<file path="src/rtl/evt_pkg.sv">
package evt_pkg;

  // byte offset of register g in a strided bank
  function automatic int bank_ofs(input int g, input int base, input int stride);
    return base + g * stride;
  endfunction

  // lowest set bit position of the low w bits, 0 if none
  function automatic int low_bit(input logic [63:0] v, input int w);
    int r;
    r = 0;
    for (int i = w - 1; i >= 0; i--) begin
      if (v[i]) r = i;
    end
    return r;
  endfunction

endpackage

</file>
<file path="src/rtl/evt_group.sv">
module evt_group #(
  parameter int GW = 32
) (
  input  logic          clk,
  input  logic          rst_n,
  input  logic [GW-1:0] evt,
  input  logic          st_we,
  input  logic          mk_we,
  input  logic [GW-1:0] wdata,
  output logic [GW-1:0] status,
  output logic [GW-1:0] mask,
  output logic          irq
);

  logic [GW-1:0] evt_q;
  logic [GW-1:0] rise;
  logic [GW-1:0] clr;
  logic [GW-1:0] st_q;
  logic [GW-1:0] mk_q;
  logic          irq_q;

  assign rise = evt & ~evt_q;
  assign clr  = st_we ? wdata : '0;

  always_ff @(posedge clk or negedge rst_n) begin
    if (!rst_n) begin
      evt_q <= '0;
      st_q  <= '0;
      mk_q  <= '0;
      irq_q <= 1'b0;
    end else begin
      evt_q <= evt;
      st_q  <= (st_q & ~clr) | rise;
      if (mk_we) mk_q <= wdata;
      irq_q <= |(st_q & mk_q);
    end
  end

  assign status = st_q;
  assign mask   = mk_q;
  assign irq    = irq_q;


  set_beats_clear_chk: assert property (@(posedge clk) disable iff (!rst_n)
    (rise != '0) |=> ((status & $past(rise)) == $past(rise)));


  w1c_chk: assert property (@(posedge clk) disable iff (!rst_n)
    st_we |=> ((status & $past(wdata & ~rise)) == '0));


  irq_rise_chk: assert property (@(posedge clk) disable iff (!rst_n)
    $rose(irq) |-> $past((status & mask) != '0));


  mask_load_chk: assert property (@(posedge clk) disable iff (!rst_n)
    mk_we |=> (mask == $past(wdata)));

endmodule

</file>
<file path="src/rtl/evt_low_enc.sv">
module evt_low_enc #(
  parameter int GW = 32,
  parameter int IW = $clog2(GW)
) (
  input  logic          clk,
  input  logic          rst_n,
  input  logic [GW-1:0] sel,
  output logic          vld,
  output logic [IW-1:0] idx
);

  always_comb begin
    vld = |sel;
    idx = '0;
    for (int i = GW - 1; i >= 0; i--) begin
      if (sel[i]) idx = IW'(i);
    end
  end


  win_hit_chk: assert property (@(posedge clk) disable iff (!rst_n)
    vld |-> sel[idx]);


  win_lowest_chk: assert property (@(posedge clk) disable iff (!rst_n)
    vld |-> ((sel & ((GW'(1) << idx) - GW'(1))) == '0));


  win_idle_chk: assert property (@(posedge clk) disable iff (!rst_n)
    !vld |-> (idx == '0));

endmodule

</file>
<file path="src/rtl/evt_irq_agg.sv">
module evt_irq_agg #(
  parameter int NGRP      = 3,
  parameter int GW        = 32,
  parameter int AW        = 8,
  parameter int ST_BASE   = 0,
  parameter int ST_STRIDE = 4,
  parameter int MK_BASE   = 16,
  parameter int MK_STRIDE = 20,
  parameter int IW        = $clog2(GW)
) (
  input  logic                 clk,
  input  logic                 rst_n,
  input  logic [NGRP*GW-1:0]   evt_in,
  input  logic                 bus_rd,
  input  logic                 bus_wr,
  input  logic [AW-1:0]        bus_addr,
  input  logic [GW-1:0]        bus_wdata,
  output logic [GW-1:0]        bus_rdata,
  output logic [NGRP-1:0]      irq_line,
  output logic [NGRP-1:0]      win_vld,
  output logic [NGRP*IW-1:0]   win_idx
);

  logic [GW-1:0]   st_w [NGRP];
  logic [GW-1:0]   mk_w [NGRP];
  logic [NGRP-1:0] st_sel;
  logic [NGRP-1:0] mk_sel;
  logic            map_hit;

  for (genvar g = 0; g < NGRP; g++) begin : g_grp
    assign st_sel[g] = (bus_addr == AW'(evt_pkg::bank_ofs(g, ST_BASE, ST_STRIDE)));
    assign mk_sel[g] = (bus_addr == AW'(evt_pkg::bank_ofs(g, MK_BASE, MK_STRIDE)));

    evt_group #(.GW(GW)) u_grp (
      .clk    (clk),
      .rst_n  (rst_n),
      .evt    (evt_in[g*GW +: GW]),
      .st_we  (bus_wr && st_sel[g]),
      .mk_we  (bus_wr && mk_sel[g]),
      .wdata  (bus_wdata),
      .status (st_w[g]),
      .mask   (mk_w[g]),
      .irq    (irq_line[g])
    );

    evt_low_enc #(.GW(GW), .IW(IW)) u_enc (
      .clk   (clk),
      .rst_n (rst_n),
      .sel   (st_w[g] & mk_w[g]),
      .vld   (win_vld[g]),
      .idx   (win_idx[g*IW +: IW])
    );
  end

  assign map_hit = |{st_sel, mk_sel};

  always_comb begin
    bus_rdata = '0;
    if (bus_rd) begin
      for (int g = 0; g < NGRP; g++) begin
        if (st_sel[g]) bus_rdata = bus_rdata | st_w[g];
        if (mk_sel[g]) bus_rdata = bus_rdata | mk_w[g];
      end
    end
  end


  unmapped_read_chk: assert property (@(posedge clk) disable iff (!rst_n)
    (!bus_rd || !map_hit) |-> (bus_rdata == '0));


  reset_quiet_chk: assert property (@(posedge clk) disable iff (!rst_n)
    $rose(rst_n) |-> (irq_line == '0));

endmodule

</file>
<file path="config.mk">
export PLATFORM = sky130hd
export DESIGN_NAME = evt_irq_agg
export DESIGN_NICKNAME = d
export VERILOG_FILES = /design/src/rtl/evt_pkg.sv /design/src/rtl/evt_group.sv /design/src/rtl/evt_low_enc.sv /design/src/rtl/evt_irq_agg.sv
export SDC_FILE = /design/constraint.sdc
export NUM_CORES = 1
export LEC_CHECK = 0
export ABC_AREA = 1
export BUFFER_PORTS_ARGS = -buffer_cell sky130_fd_sc_hd__clkbuf_2
export CAP_MARGIN = 20
export CORE_MARGIN = 8
export CORE_UTILIZATION = 57
export CTS_BUF_LIST = sky130_fd_sc_hd__clkbuf_4 sky130_fd_sc_hd__clkbuf_8 sky130_fd_sc_hd__clkbuf_16
export CTS_CLUSTER_DIAMETER = 100
export DETAILED_ROUTE_END_ITERATION = 8
export PLACE_DENSITY = 0.88
export SLEW_MARGIN = 20
export SYNTH_ARGS = -nofsm -noshare
export SYNTH_HDL_FRONTEND = slang
export SYNTH_SLANG_ARGS = --single-unit
</file>
<file path="constraint.sdc">
create_clock -name clk -period 3.2 [get_ports clk]
set_input_delay 0.32 -clock clk [delete_from_list [all_inputs] [get_ports clk]]
set_output_delay 0.32 -clock clk [all_outputs]
set_load 0.01 [all_outputs]
</file>
==> results.md <==
- Final hold violations: 0
- Skew final: 0.0142 ns
- I/O pin count: 193
- Crit path required time: 2.88 ns
- First-pass GRT wire length: 65800 um
- Slowest CP cell: dfrtp_1
- Area leader, netlist: dfrtp_1
- DP Area: 0.0139 mm^2
- Grt ovf: 0
- Initial antenna violation count: 3
- RD Place Congestion: 0.924
- Root Driver: clkbuf_16
- Syn. warnings: 0
- Peak supply drop: 0.000545 V
- Final Cycle Share: 1.03
- Top cell by count, worst path: nand2_1
- PortBufs: 192
- Cell Area, Synth: 0.0125 mm^2
- Post-route DRC: 0
- Violated checks: setup timing
- RSZ-0062 raised after global routing: true
- Clock-pin slew on the worst setup and hold paths: 0.06 ns
- Clock Tree Buf Depth: 3
- Cts bufs inserted: 29
- DR vias: 12095
- Ys async rst share: 1.00
- Status: complete, but fails checks
- Finished layout cell area: 0.0159 mm^2
- Final setup margin: -0.0857 ns
- Critical path fanouts, max: 3
- Arrival @ worst endpoint: 2.97 ns
- Max incr delay on CP: 0.37 ns
- Top_reg_cell synth: dfrtp_1
- Starting Density: 0.577
- Min-delay worst type: primary input to register
- First-pass DRT Iterations: 6
- Setup Slack @ Placement: 0.395 ns
- Pins Over Slew Limit: 0
- Die width: 164 um
- Post-Route WL: 41600 um
- H-tree depth: 1
- ANT nets after route: 0
- Pwr/cell area: 529 mW/mm^2
- Die height: 164 um
- Kind of critical path: register to output port
- Max Clock Freq: 0.304 GHz
- CP Buf/Inv Count: 2
- Max_cap viols: 0
- Drt via density: 5.86
- Setup crit start kind: register
- Post-DP HPWL: 26500 um
- Die ar.: 0.0269 mm^2
- Post-synthesis net count: 1598
- Time the worst path needs with I/O delays and setup: 3.29 ns
- DR iter-0 viols: 1385
- Area Overhead vs Synth: 27.0%
- Area contributors post-synth: dfrtp_1, nand2_1, o21ai_1, inv_1, nor2_1
- Rel. slew slack: 0.364
- Sequential area share after synthesis: 0.582
- CORE AREA: 0.0217 mm^2
- Routed len/inst: 20.2 um
- Vias in the first global route: 12780
- Synth top area share: 0.582
- Synth unique cells: 26
- Avg Inst Size Synth: 8.58 um^2
- Clk Latency, worst-skew pair: 0.55 ns
- Clock Sinks: 291
- Row count: 54
- CTS tree: done
- Final nets: 1901
- Layout cells sized above 1: 0.173
- Actual slew at the worst max-slew pin: 0.954 ns
- CP top delay family: simple AND/OR/NAND/NOR gates
- Count leader, synth: nand2_1
- Commonest cells post-synth: nand2_1, dfrtp_1, o21ai_1, inv_1, nor2_1
- Aggregate global-route resource usage: 0.308
- Setup violators final: 3
- Post-synthesis cell count: 1458
- Pin count of the biggest net entering global routing: 125
- Leakage: 8.00 nW
- Post-synth EDFFs: 0
- Post-synthesis register bit count: 291
- Critical Path End Type: output port
[final timing paths]
path	start	end	slack, ns	cells after the start
max in group asynchronous	rst_n	g_grp[1].u_grp.evt_q[21]	1.88	3
worst max register to register	g_grp[0].u_grp.status[30]	g_grp[0].u_grp.irq	1.51	8
worst min-delay path	bus_wdata[2]	g_grp[0].u_grp.mask[2]	0.11	3
min in group asynchronous	rst_n	g_grp[0].u_grp.mask[28]	0.46	2
worst max-delay path	g_grp[2].u_grp.status[31]	win_idx[10]	-0.09	33
worst min register to register	g_grp[1].u_grp.evt_q[30]	g_grp[1].u_grp.status[30]	0.40	1
[state kept, by name (all words and copies together) (netlist names)]
register,cells
g_grp.u_grp.irq,3
g_grp.u_grp.status,96
g_grp.u_grp.mask,96
g_grp.u_grp.evt_q,96
[layer usage]
metal,track usage,wire [um]
met5,0,18
met1,0.364,15200
met2,0.511,19900
met3,0.0744,4180
met4,0.173,2320
[cell type report]
| type | instances | area, um^2 |
|---|---|---|
| tap | 280 | 350 |
| fill | 1473 | 5810 |
| inverter | 177 | 664 |
| sequential | 291 | 7280 |
| clock inverter | 10 | 62.6 |
| antenna | 2 | 5.00 |
| timing repair buffer | 327 | 2290 |
| clock buffer | 41 | 866 |
| multi-input combinational | 935 | 4360 |
[per-stage QoR]
stage	TNS (ns)	utilization	cells	hold slack, ns	power, mW
4_1_cts	-0.0319	0.728	2051	0.0929	8.35
6_report	-0.133	0.732	2063	0.115	8.41
3_3_place_gp	0	0.639	1898	0.394	4.97
2_1_floorplan	0	-	1458	0.0244	4.53
5_1_grt	-0.997	0.732	2063	0.124	8.70
3_5_place_dp	0	0.639	1898	0.398	5.00
[power breakdown]
group / internal (mW) / switching [mW]
logic: 0.435 / 0.753
registers: 3.82 / 0.0874
clock network: 1.88 / 1.44
total: 6.13 / 2.28
[cell usage in the layout, fill, tap and decap left out, types with 4 or more instances in the layout]
cell / n
a41oi_1: 24
inv_1: 171
nor2_1: 87
dlygate4sd3_1: 97
inv_2: 6
clkbuf_4: 4
nand2_1: 431
a21oi_1: 4
dfrtp_1: 291
clkbuf_8: 8
clkbuf_2: 188
nand2_2: 11
buf_4: 33
nand2_4: 5
nand3_1: 10
buf_12: 5
o21ai_0: 45
clkinv_2: 6
nor3_1: 5
a221oi_1: 31
clkbuf_16: 29
a31oi_1: 12
o21ai_1: 248
[kinds of logic after synthesis]
group	after synthesis	synth area share
and+or+nand+nor	555	0.173
DFF	291	0.582
buffers and inverters	232	0.0715
AOI/OAI and AO/OA	380	0.174
[worst register-to-register path: cells and delay by family (launching register included)]
family | cells | cell delay (ns)
and+or+nand+nor | 6 | 0.86
buffers and inverters | 2 | 0.20
DFF | 1 | 0.40
[repair_timing]
item,in CTS,in global routing
hold buffers,97,0
hold endpoints to repair,241,0
resized for setup,2,5
pin swaps,3,7
setup endpoints to repair,2,3
buffers inserted,5,10
gates cloned,0,0
Power figures use the tool's default switching activity.
